`src/rtl/burst_addr_gen.sv`:
```
module burst_addr_gen #(
  parameter int AW = 18
) (
  input  logic          clk,
  input  logic          mrst_n,
  input  logic          sel_mask,
  input  logic          clr,
  input  logic          load,
  input  logic          inc,
  input  logic          rdbk,
  input  logic [AW-1:0] addr_in,
  output logic [AW-1:0] ram_addr,
  output logic [AW-1:0] rb_addr,
  output logic          cint_n
);

  logic [AW-1:0] cnt_q, mask_q, mirr_q, rb_q;
  logic          int_q;

  wire cnt_side = ~sel_mask;
  wire do_clr   = cnt_side & clr;
  wire do_load  = cnt_side & ~clr & load;
  wire do_inc   = cnt_side & ~clr & ~load & inc;
  wire msk_rst  = sel_mask & clr;
  wire msk_load = sel_mask & ~clr & load;

  wire [AW-1:0] plus1  = cnt_q + 1'b1;
  wire [AW-1:0] bumped = (cnt_q & ~mask_q) | (plus1 & mask_q);
  wire          at_top = (cnt_q & mask_q) == mask_q;
  wire          to_top = (bumped & mask_q) == mask_q;

  always_ff @(posedge clk or negedge mrst_n) begin
    if (!mrst_n) begin
      cnt_q  <= '0;
      mirr_q <= '0;
    end else if (do_clr) begin
      cnt_q  <= '0;
    end else if (do_load) begin
      cnt_q  <= addr_in;
      mirr_q <= addr_in;
    end else if (do_inc) begin
      cnt_q  <= at_top ? mirr_q : bumped;
    end
  end

  always_ff @(posedge clk or negedge mrst_n) begin
    if (!mrst_n)       mask_q <= '1;
    else if (msk_rst)  mask_q <= '1;
    else if (msk_load) mask_q <= addr_in;
  end

  always_ff @(posedge clk or negedge mrst_n) begin
    if (!mrst_n)                      int_q <= 1'b0;
    else if (do_clr || do_load)       int_q <= 1'b0;
    else if (do_inc && !at_top && to_top) int_q <= 1'b1;
  end

  always_ff @(posedge clk or negedge mrst_n) begin
    if (!mrst_n)   rb_q <= '0;
    else if (rdbk) rb_q <= sel_mask ? mask_q : cnt_q;
  end

  assign ram_addr = cnt_q;
  assign rb_addr  = rb_q;
  assign cint_n   = ~int_q;

  a_r2_clear_zero: assert property (@(posedge clk) disable iff (!mrst_n)
    (!sel_mask && clr) |=> (ram_addr == '0 && cint_n));

  a_r3_load_value: assert property (@(posedge clk) disable iff (!mrst_n)
    (!sel_mask && !clr && load) |=> (ram_addr == $past(addr_in) && mirr_q == $past(addr_in)));

  a_r4_upper_kept: assert property (@(posedge clk) disable iff (!mrst_n)
    (do_inc && !at_top) |=> ((ram_addr & ~mask_q) == $past(cnt_q & ~mask_q)));

  a_r5_retransmit: assert property (@(posedge clk) disable iff (!mrst_n)
    (do_inc && at_top) |=> (ram_addr == $past(mirr_q)));

  a_r6_flag_sticky: assert property (@(posedge clk) disable iff (!mrst_n)
    (!cint_n && !(!sel_mask && (clr || load))) |=> !cint_n);

  a_r7_hold: assert property (@(posedge clk) disable iff (!mrst_n)
    (!sel_mask && !clr && !load && !inc) |=> $stable(ram_addr));

  a_r8_mask_reset: assert property (@(posedge clk) disable iff (!mrst_n)
    (sel_mask && clr) |=> (mask_q == '1));

  a_r11_mask_side_hold: assert property (@(posedge clk) disable iff (!mrst_n)
    sel_mask |=> ($stable(ram_addr) && $stable(mirr_q)));

  a_r10_rb_hold: assert property (@(posedge clk) disable iff (!mrst_n)
    !rdbk |=> $stable(rb_addr));

endmodule

```
`config.mk`:
```
export PLATFORM = sky130hd
export DESIGN_NAME = burst_addr_gen
export DESIGN_NICKNAME = d
export VERILOG_FILES = /design/src/rtl/burst_addr_gen.sv
export SDC_FILE = /design/constraint.sdc
export NUM_CORES = 1
export LEC_CHECK = 0
export BUFFER_PORTS_ARGS = -buffer_cell sky130_fd_sc_hd__clkbuf_2
export CAP_MARGIN = 5
export CELL_PAD_IN_SITES_DETAIL_PLACEMENT = 1
export CELL_PAD_IN_SITES_GLOBAL_PLACEMENT = 1
export CORE_ASPECT_RATIO = 1.1
export CORE_UTILIZATION = 47
export DETAILED_ROUTE_END_ITERATION = 12
export PLACE_DENSITY_LB_ADDON = 0.1
export SLEW_MARGIN = 15
export SYNTH_ARGS = -nofsm -noshare
export SYNTH_HDL_FRONTEND = slang
export SYNTH_SLANG_ARGS = --single-unit
```
`constraint.sdc`:
```
create_clock -name clk -period 3.95 [get_ports clk]
set_input_delay 0.1975 -clock clk [delete_from_list [all_inputs] [get_ports clk]]
set_output_delay 0.1975 -clock clk [all_outputs]
set_load 0.03 [all_outputs]
```
Yosys cells after proc, flatten, opt, wreduce, memory -nomap -nowiden
Index checks and enable logic that the tools add are counted.
{"block": "op_classes", "addsub": 1, "eq_ne": 2, "muxes": 9, "bitwise_logic": 19, "reduce_logical": 8}
{"operator": "18-bit 2-to-1 mux", "n": 7}
{"operator": "18-bit AND", "n": 4}
{"operator": "18-bit == test", "n": 2}
{"operator": "18-bit by 1-bit adder with 18-bit output (second input constant)", "n": 1}
{"operator": "18-bit inverter", "n": 1}
{"operator": "18-bit bitwise OR", "n": 1}
{"operator": "1-bit AND", "n": 8}
{"operator": "1-bit inverter", "n": 5}
{"operator": "2-bit nonzero test", "n": 2}
{"operator": "3-bit nonzero test", "n": 1}
{"operator": "1-bit logical AND", "n": 2}
{"operator": "1-bit 2-to-1 mux", "n": 2}
{"operator": "2-bit AND reduction", "n": 1}
{"operator": "1-bit logical NOT", "n": 1}
{"operator": "1-bit logical OR", "n": 1}
{"block": "totals", "regBits": 73, "inputBits": 25}

Longest topological paths before layout
{"block": "depth", "ltp_word": 8, "depth_mapped": 9, "mapped_depth_nobuf": 7}

Least setup slack after synthesis
OpenSTA, ideal clock, no wires.
{"block": "synth_timing", "kind": "reg-to-reg", "start": "reg cnt_q[0], in the netlist ram_addr[0]", "end": "reg cnt_q[12], in the netlist ram_addr[12]", "setup_time_ns": 0.082, "t_arrival_ns": 2.139, "required_ns": 3.868, "slack_ns": 1.729, "path_stages_with_launch": 8, "path_buffers": 0, "period_less_slack_ns": 2.221, "cell_sequence": "dfrtp_1 > ha_1 > nand3_2 > nor4_1 > nand2_1 > xor2_1 > a211o_1 > a31oi_1"}
{"block": "synth_between", "elab_chain_len": 7, "word_cells_on_any_way": 9, "cone_classes": "add/sub (1); eq/ne (1); mux (4); bitwise (3)"}
{"item": "from (decl)", "line_no": "17", "text": "logic [AW-1:0] cnt_q, mask_q, mirr_q, rb_q;"}
{"item": "from (signal assigned)", "line_no": "39", "text": "cnt_q <= addr_in;"}
{"item": "from (signal assigned)", "line_no": "42", "text": "cnt_q <= at_top ? mirr_q : bumped;"}
{"item": "18-bit by 1-bit adder with 18-bit output", "line_no": "27", "text": "wire [AW-1:0] plus1 = cnt_q + 1'b1;"}
{"item": "18-bit AND", "line_no": "28", "text": "wire [AW-1:0] bumped = (cnt_q & ~mask_q) | (plus1 & mask_q);"}
{"item": "18-bit bitwise OR", "line_no": "28"}
{"item": "18-bit 2-to-1 mux (*)", "line_no": "42"}
{"item": "18-bit 2-to-1 mux (*)", "line_no": "41", "text": "end else if (do_inc) begin"}
{"item": "18-bit 2-to-1 mux (*)", "line_no": "38", "text": "end else if (do_load) begin"}
{"item": "18-bit 2-to-1 mux (*)", "line_no": "36", "text": "end else if (do_clr) begin"}
Mark *: on every way between the ends. The rest lies on a longest branch, timed or not. The select of a mux whose other input is x is not followed.
A chain may end at the register's enable or synchronous reset.

Worst setup path in the final report
{"block": "layout_timing", "start": "reg cnt_q[4], in the netlist ram_addr[4]", "end": "reg cnt_q[9], in the netlist ram_addr[9]"}
The elaborated chain is that of the path after synthesis.

==> flow_metrics.tcl <==
set metrics [dict create \
    outcome "finished, violations left" \
    failed_checks "negative hold slack" \
    synth_enable_flop_cells 0 \
    fin_skew_ns 0.01302 \
    report.final.setup_viol 0 \
    grt_pass1_vias 3830 \
    max-cap-violations 0 \
    rr_endpoint "ram_addr[9]" \
    finalSetupTns_ns 0 \
    stdcell_count 627 \
    cts_inserted_buffers 9 \
    die_area_um2 9267 \
    placeableCoreArea_um2 8496 \
    timing_worst_setup_path_type "reg2reg" \
    layout_overhead_on_the_synthesized_area_pct 11.14 \
    detailedRoute.firstIterationViolations 215 \
    power_switching_w 0.0009136 \
    syn-num-nets 503 \
    cp_top_family "simple AND/OR/NAND/NOR gates" \
    fraction_of_power_spent_switching_nets 0.3919 \
    cts_num_sinks 73 \
    clkPwrFrac 0.243 \
    rsz0062_at_grt "no" \
    grt-ovfl-total 0 \
    start_util 0.4916 \
    cts_hold_buffers 0 \
    die_h_um 100.9 \
    worstPathArrival_ns 2.79 \
    clk-insertion-delay-late_ns 0.36 \
    rows 35 \
    netlist-cell-type-count 48 \
    synth-seq-area-share 0.4428 \
    global_route.usage.total 0.2910 \
    power_density_nw_per_um2 502.2 \
    initial_antenna_violation_count 0 \
    detail-route-antenna-nets 0 \
    clock_tree.buffer_depth 2 \
    wl_per_instance_um 19.72 \
    worstHoldPathType "in2async" \
    maxSlewViolCount 0 \
    fin_hold_ws_ns -0.03428 \
    async_sr_flop_fraction 1.000 \
    first_pass_iters 5 \
    gp_congestion 0.8767 \
    post_synthesis_instance_area_um2 4177 \
    regToRegStartpoint "ram_addr[4]" \
    leak_nw 2.054 \
    nets 539 \
    maxClockFrequency_mhz 384.1 \
    worst_r2r_path_depth 6 \
    slowest_delay_ns 0.61 \
    crit_slowest_cell "dfrtp_1" \
    clkSlewWorstSetupHoldPaths_ns 0.08 \
    post-route-min-period_ns 2.604 \
    grt_pass1_wl_um 20620 \
    drt_wl_total_um 12370 \
    final_hold_violation_count 21 \
    ys_seq_elements 73 \
    synth-main-ff-cell "dfrtp_1" \
    root_buffer "clkbuf_8" \
    layout.cells.most_common "nand2_1" \
    synthesis.yosys.warnings 0 \
    cts_setup_buffers 0 \
    place.port_buffers 61 \
    largest_net_degree_at_the_start_of_global_routing 43 \
    cts_resized 0 \
    synthesis.instances 475 \
    worstSetupStartpointType "flip-flop" \
    n_fill_cell 1036 \
    comb_power_share 0.300 \
    syn-mean-instance-area_um2 8.793 \
    mostFrequentLayoutCells "nand2_1 (79), clkbuf_2 (60), dfrtp_1 (55)" \
    detailed_place_hpwl_um 9231 \
    endpoint_kind "flip-flop" \
    cts_tree "done" \
    antenna_cells_inserted 0 \
    critical_path.max_fanout 14 \
    io_pins 62 \
    timing.critical_path.cells "or2b_1, o2111ai_2, nor4_4, nand2_1, o211ai_1, a31oi_1" \
    vias 3687 \
    worst_ep_required_time_ns 4.14 \
    power.sequential.fraction 0.457 \
    ctsHtreeMaxLevel 3 \
    timing.final.crit_share 0.6592 \
    via_per_inst 5.880 \
    worst-path-stages 6 \
    crit_buf_inv 0 \
    power.internal_w 0.001418 \
    final_layout_size_suffix_gt1_frac 0.2054 \
    finalCoreUtilization 0.5464 \
    total_power_w 0.002331 \
    peakVddDrop_mv 0.2204 \
    worst_slew_margin 0.2974 \
    drc_errors 0 \
    post-place-cells 611 \
    timing_worst_slew_pin_value_ns 1.054 \
    die_x_um 91.88 \
    worst_case_register_to_register_setup_slack_ns 1.35 \
]
## power groups by stage
| stage | Sequential, W | Clock, W | Combinational, W |
|---|---|---|---|
| finish | 0.00107 | 0.000568 | 0.000698 |
| global route | 0.00109 | 0.000601 | 0.000766 |
| CTS | 0.00106 | 0.000579 | 0.000701 |
| detailed placement | 0.00107 | 0 | 0.000696 |
| global placement | 0.00107 | 0 | 0.000676 |
| floorplan | 0.00110 | 0 | 0.000438 |
## per-layer routing
metal / GRT usage / part of all wire
met5: 0 / 0
met4: 0.09375 / 0.017
met3: 0.03695 / 0.041
met2: 0.4575 / 0.46
met1: 0.4186 / 0.48
## through the flow
stage | instance area, um^2 | worst slack (ns)
after floorplan | 4177 | 1.729
after global placement | 4462 | 1.459
after detailed placement | 4462 | 1.368
after CTS | 4642 | 1.347
after global routing | 4642 | 1.055
final | 4642 | 1.346
## registers in the layout (all words and copies together) (netlist names)
name      flops
int_q         1
mask_q       18
ram_addr     18
rb_addr      18
mirr_q       18
## logic make-up (layout without fill, tap and decap cells)
logic type	count (synthesis)	after routing	synth area share
and+or+nand+nor	186	186	0.2163
AOI/OAI and AO/OA	98	98	0.1510
DFF	73	73	0.4428
buffers and inverters	63	104	0.06411
xor gates and xnor gates	27	27	0.05662
muxes	25	25	0.06022
adders and majority gates	3	3	0.008988
## cell usage after synthesis (2+ instances only)
library cell   n  area [um^2]
a21oi_1       21        105.1
a221oi_1       6        52.55
a22oi_1        3        22.52
a31oi_1       13        81.33
and2_1         2        12.51
and4_1         2        17.52
buf_1          2        7.510
buf_2         13        65.06
buf_4          4        30.03
clkbuf_1      19        71.32
dfrtp_1       55         1376
dfstp_2       18        473.0
ha_1           3        37.54
inv_1         25        93.84
mux2i_1       24        240.2
nand2_1       79        296.5
nand2b_1       8        50.05
nand3_1       22        110.1
nand3_2        2        20.02
nand4_1       10        62.56
nor2_1        39        146.4
nor3_1         8        40.04
nor4_1         2        12.51
nor4_4         2        42.54
o2111ai_2      2        30.03
o211ai_1      19        142.6
o21ai_0       18        90.09
o21ai_1        8        40.04
or2b_1         2        15.01
xnor2_1       20        175.2
xor2_1         7        61.31
## worst max path at each step
stage | startpoint | end | slack, ns
6_report | ram_addr[4] | ram_addr[9] | 1.35
5_1_grt | ram_addr[4] | ram_addr[7] | 1.05
4_1_cts | ram_addr[4] | ram_addr[9] | 1.35
3_5_place_dp | ram_addr[4] | ram_addr[9] | 1.37
3_3_place_gp | ram_addr[4] | ram_addr[2] | 1.46
2_1_floorplan | ram_addr[0] | ram_addr[12] | 1.73
## worst register-to-register path, delay by kind of cell (launching register included)
| kind | cells | cell delay [ns] |
|---|---|---|
| compound gates | 3 | 0.65 |
| flops | 1 | 0.61 |
| simple gates | 3 | 1.18 |
## area by class of cell
cell class | count | area (um^2) | share of cell area
Clock buffer | 12 | 135.1 | 0.02911
Multi-Input combinational cell | 339 | 2059 | 0.4437
Inverter | 25 | 93.84 | 0.02022
Timing Repair Buffer | 63 | 320.3 | 0.06900
Sequential cell | 73 | 1849 | 0.3984
Tap cell | 111 | 138.9 | 0.02992
Clock inverter | 4 | 45.04 | 0.009704
No activity file was read; power rests on OpenSTA's default activity.
